### src/rtl/colbyp_mult.sv
module colbyp_mult #(
  parameter int WIDTH   = 4,
  parameter bit OUT_REG = 1'b1
) (
  input  logic               clk,
  input  logic               rst,
  input  logic [WIDTH-1:0]   a,
  input  logic [WIDTH-1:0]   b,
  output logic [2*WIDTH-1:0] p
);
  localparam int PW = 2 * WIDTH;

  // [row][column]; column i is enabled by a[i]
  logic [WIDTH-1:0][WIDTH-1:0] sm;
  logic [WIDTH-1:0][WIDTH-1:0] cy;
  logic [WIDTH-1:0]            rc;
  logic [PW-1:0]               prod;

  genvar j, i, k;

  for (i = 0; i < WIDTH; i++) begin : g_row0
    assign sm[0][i] = a[i] & b[0];
    assign cy[0][i] = 1'b0;
  end

  for (j = 1; j < WIDTH; j++) begin : g_row
    for (i = 0; i < WIDTH; i++) begin : g_cell
      logic s_up, pp, x, y, fs, fc;
      if (i == WIDTH - 1) begin : g_top
        assign s_up = 1'b0;
      end else begin : g_mid
        assign s_up = sm[j-1][i+1];
      end
      assign pp = a[i] & b[j];
      assign x  = s_up & a[i];
      assign y  = cy[j-1][i] & a[i];   // zero on row 1: cell acts as half adder
      assign fs = pp ^ x ^ y;
      assign fc = (pp & x) | (pp & y) | (x & y);
      assign sm[j][i] = a[i] ? fs : s_up;
      assign cy[j][i] = a[i] ? fc : 1'b0;
    end
  end

  assign prod[0] = sm[0][0];
  for (j = 1; j < WIDTH; j++) begin : g_low
    assign prod[j] = sm[j][0];
  end

  assign rc[0] = 1'b0;
  for (k = 0; k < WIDTH; k++) begin : g_merge
    logic mx, my;
    if (k == WIDTH - 1) begin : g_last
      assign mx = 1'b0;
    end else begin : g_body
      assign mx = sm[WIDTH-1][k+1];
      assign rc[k+1] = (mx & my) | (mx & rc[k]) | (my & rc[k]);
    end
    assign my = cy[WIDTH-1][k];
    assign prod[WIDTH+k] = mx ^ my ^ rc[k];
  end

  if (OUT_REG) begin : g_reg
    always_ff @(posedge clk) begin
      if (rst) p <= '0;
      else     p <= prod;
    end
  end else begin : g_comb
    assign p = prod;
  end
endmodule

### config.mk
export PLATFORM = sky130hd
export DESIGN_NAME = colbyp_mult
export DESIGN_NICKNAME = d
export VERILOG_FILES = /design/src/rtl/colbyp_mult.sv
export SDC_FILE = /design/constraint.sdc
export NUM_CORES = 1
export LEC_CHECK = 0
export BUFFER_PORTS_ARGS = -buffer_cell sky130_fd_sc_hd__clkbuf_2
export CAP_MARGIN = 25
export CORE_ASPECT_RATIO = 0.75
export CORE_MARGIN = 1.5
export CORE_UTILIZATION = 30
export CTS_CLUSTER_DIAMETER = 60
export DETAILED_ROUTE_END_ITERATION = 8
export PLACE_DENSITY = 0.58
export SETUP_SLACK_MARGIN = 0.15
export SYNTH_ARGS = -nofsm -noshare
export SYNTH_HDL_FRONTEND = slang
export SYNTH_SLANG_ARGS = --single-unit
export TNS_END_PERCENT = 5
### constraint.sdc
create_clock -name clk -period 8.5 [get_ports clk]
set_input_delay 0 -clock clk [delete_from_list [all_inputs] [get_ports clk]]
set_output_delay 0 -clock clk [all_outputs]
set_load 0.02 [all_outputs]
# == Word level (Yosys, flattened, before mapping) ==
# Index checks and enable logic that the tools add are counted.
# W data, S select, Z words.
# classes
n_reduce_logical,0
shifts,0
n_eq_ne,0
mul,0
bitwise,95
order_cmp,0
n_mux,21
div,0
add_sub_neg,0
# op_table
operator,n
$and A1 B1 Y1,59
$mux W1,21
$xor A1 B1 Y1,20
$or A1 B1 Y1,16
# word_totals
latch_bits,0
n_memories,0
ff_bits,8
elab_cells,117
ramBits,0
input_bits,10
rom_bits,0

# == Depth between registers and ports, before layout ==
# depth
depth_word,21
mapped_depth,15

# == Worst setup path after synthesis ==
# OpenSTA, ideal clock, no wires.
# synth_path
path_kind,input-to-reg
from,input port a[2]
to,register p[6]
t_arrival_ps,3246
path_stages,15
path_buffers,1
required_time_ps,8436
setup_time_ps,64
slack_ps,5190
cell_sequence,buf_2 and3_1 ha_1 nand2_1 a21boi_0 fa_1 nand2b_1 and3_1 fa_1 and2_1 ha_1 fa_1 inv_1 fa_1 nor2_1
# synth_between
elab_chain_cells,19
elab_cells_between_ends,80
classes_between,mux: 14; bitwise: 66
# synth_rtl
element,line_no,text
start: declaration,7,"input logic [WIDTH-1:0] a,"
$and A1 B1 Y1,22,assign sm[0][i] = a[i] & b[0];
$and A1 B1 Y1,35,assign x = s_up & a[i];
$xor A1 B1 Y1,37,assign fs = pp ^ x ^ y;
$mux W1,39,assign sm[j][i] = a[i] ? fs : s_up;
$and A1 B1 Y1,35,
$and A1 B1 Y1,38,assign fc = (pp & x) | (pp & y) | (x & y);
$or A1 B1 Y1 (2 in a row),38,
$mux W1,40,assign cy[j][i] = a[i] ? fc : 1'b0;
$and A1 B1 Y1,36,assign y = cy[j-1][i] & a[i];
$and A1 B1 Y1,38,
$or A1 B1 Y1 (2 in a row),38,
$mux W1,40,
$and A1 B1 Y1 (2 in a row),56,assign rc[k+1] = (mx & my) | (mx & rc[k]) | (my & rc[k]);
$or A1 B1 Y1 (2 in a row),56,
$xor A1 B1 Y1 *,59,assign prod[WIDTH+k] = mx ^ my ^ rc[k];
end signal: assignment,65,else p <= prod;
end: declaration,9,output logic [2*WIDTH-1:0] p
# Every way passes the cells marked *; elsewhere a longest branch is shown, timed or not.
# A chain may end at the register's enable or synchronous reset.

# == Worst setup path in the final report ==
# Ends and elaborated chain as after synthesis.

==> results.py <==
metrics = {
    "place": {
        "place.gp.congestion": 0.736,
        "place_area_um2": 798,
        "io_buffers": 17,
        "dp_worst_setup_slack_ns": 4.92,
        "hpwl_um": 1010,
    },
    "global_routing": {
        "grt_pass1_wl_um": 2190,
        "grt_util_all_layers_pct": 11.1,
        "met1_usage_pct": 14.6,
        "use_met3_pct": 5.73,
        "grt_max_degree": 17,
        "grt-busiest-layer": "met2",
        "grt_pass1_vias": 513,
        "use_met2_pct": 16.7,
        "antenna_found_initial": 0,
        "overflow": 0,
    },
    "sta": {
        "maxSlewViolCount": 0,
        "rsz0062_at_grt": "no",
        "max_freq_ghz": 0.301,
        "setup_viol": 0,
        "hold_viol": 0,
        "worst_pin_slew_ns": 0.267,
        "min_period_ns": 3.32,
        "worst_slack_ns": 5.18,
        "tns_ns": 0,
        "max_slew_margin_pct": 82.2,
        "min_period_over_period_pct": 39.1,
    },
    "critical_path": {
        "crit_fanout": 15,
        "worstPathRequired_ns": 8.68,
        "end_kind": "flop",
        "path_class": "in -> reg",
        "critPathCapture": "p[6]$_SDFF_PP0_",
        "cp_data_arrival_time_ns": 3.50,
        "critPathLaunch": "a[2]",
        "worstSetupStartpointType": "input pin",
    },
    "cts": {
        "cts_max_level": 1,
        "clkTransAtPathRegs_ns": 0.05,
        "cts.path.max_buffers": 2,
        "tritoncts": "built",
        "cts-buffers-inserted": 3,
        "ctsHoldBuffers": 0,
        "post_cts_resized": 0,
        "clock-sinks": 8,
        "cts_root_buffer": "clkbuf_4",
        "post_cts.repair.setup_buffers": 0,
    },
    "logic_synthesis": {
        "synthCells": 80,
        "synth_fp_nets": 102,
        "synth_seq_area_share_pct": 22.8,
        "ys_types": 21,
        "synth_area_per_cell_um2": 8.79,
        "yosys_warnings": 0,
        "syn_area_um2": 703,
        "ys_ff_latch": 8,
    },
    "route": {
        "drc": 0,
        "via_count": 573,
        "routed_wirelength_um": 1210,
        "ant_nets": 0,
        "drt-pass1-iter-count": 3,
        "viasPerCell": 4.78,
        "wire_per_inst_um": 10.1,
        "first_iter_violations": 5,
    },
    "floorplan": {
        "die_x_um": 58.9,
        "start_util_pct": 33.5,
        "rows": 14,
        "dieHeight_um": 44.9,
        "io_pins": 18,
        "die_area_um2": 2650,
        "coreArea_um2": 2100,
    },
    "finish": {
        "layout.nets": 120,
        "regArea_um2": 160,
        "final_area_um2": 821,
        "max_flop_register": "p",
        "largest_reg_flops": 8,
        "n_antenna_cell": 0,
        "multi_input_area_um2": 519,
        "drive_gt1_share_pct": 22.9,
        "syn_to_final_growth_pct": 16.7,
        "largestRegisters": "p (8)",
        "post-route-util_pct": 39.0,
        "fill_cells": 228,
    },
    "status": {
        "status": "completed",
    },
    "power_and_ir_drop": {
        "leakage_nw": 0.384,
        "peakVddDrop_mv": 0.0658,
        "p_per_area_nw_per_um2": 115,
    },
    "job": {
        "maxCapViolCount": 0,
    },
    "min_path": {
        "min_path_cells": 2,
        "hold_class": "in -> reg",
    },
}
==> critical path: stages <==
cell and delay, ns:
clkbuf_2 0.20, and3_1 0.24, ha_1 0.27, nand2_1 0.07, a21boi_0 0.26, fa_1 0.44, nand2b_1 0.17, and3_1 0.21
fa_1 0.37, and2_1 0.16, ha_1 0.19, fa_1 0.35, inv_1 0.07, fa_1 0.40, nor2_1 0.11
==> metal layers <==
metal	vias to the layer above	routed length, um
met5	-	0
met4	0	0
met3	0	102
met1	263	599
met2	18	504
li1	292	-
==> how the worst min path moves through the flow <==
stage	slack (ns)	from	end
finish	0.04	rst	p[7]$_SDFF_PP0_
global route	0.04	b[0]	p[0]$_SDFF_PP0_
floorplan	0.12	b[0]	p[0]$_SDFF_PP0_
detailed placement	0.31	b[0]	p[0]$_SDFF_PP0_
CTS	0.04	b[0]	p[0]$_SDFF_PP0_
global placement	0.29	rst	p[6]$_SDFF_PP0_
==> per-stage QoR <==
step	cells	hold WS (ns)	power [mW]
global route	120	0.0416	0.103
floorplan	80	0.121	0.0596
detailed placement	117	0.308	0.0682
CTS	120	0.0395	0.0967
finish	120	0.0449	0.0941
global placement	117	0.292	0.0674
==> logic make-up after synthesis <==
| family | count (synthesis) | share of synthesized area [%] |
|---|---|---|
| simple gates | 46 | 34.0 |
| fa+ha+maj | 12 | 29.9 |
| flops | 8 | 22.8 |
| compound gates | 6 | 5.52 |
| buf+inv | 5 | 3.38 |
| mux | 3 | 4.45 |
==> power by group <==
part	leakage [nW]	total, mW	switching (mW)	internal [mW]
clock	0.0138	0.0273	0.0113	0.0160
sequential	0.0658	0.0405	0.000530	0.0400
combinational	0.305	0.0262	0.0154	0.0108
==> Yosys cell counts <==
cell      instances  share of area, %
and3_1            4               3.6
a21oi_1           2               1.4
nor2_1            5               2.7
a31o_2            1               1.2
nor2b_1           3               2.7
mux2_2            1               1.6
nand3_1           2               1.4
mux2i_1           2               2.8
ha_1              4               7.1
dfxtp_1           8                23
and2_1           11               9.8
o21ai_0           1              0.71
nand3b_1          3               3.2
buf_2             3               2.1
fa_1              8                23
clkbuf_2          1              0.71
inv_1             1              0.53
nand2b_1          3               2.7
nand2_1          15               8.0
a21boi_0          1               1.1
o21a_1            1               1.1
==> layout make-up <==
type / instances / share of cell area, %
clock buffer: 3 / 2.74
inverter: 1 / 0.457
multi-input combinational: 67 / 63.3
sequential: 8 / 19.5
tap: 24 / 3.66
timing repair buffer: 17 / 10.4
==> layout by cell type (no fill, tap or decap), drive strengths merged, types with 4 or more instances in the layout <==
| cell | netlist | final |
|---|---|---|
| ha | 4 | 4 |
| dfxtp | 8 | 8 |
| clkbuf | 1 | 20 |
| nand2 | 15 | 15 |
| and2 | 11 | 11 |
| nor2 | 5 | 5 |
| and3 | 4 | 4 |
| fa | 8 | 8 |
No activity file was read; power rests on OpenSTA's default activity.
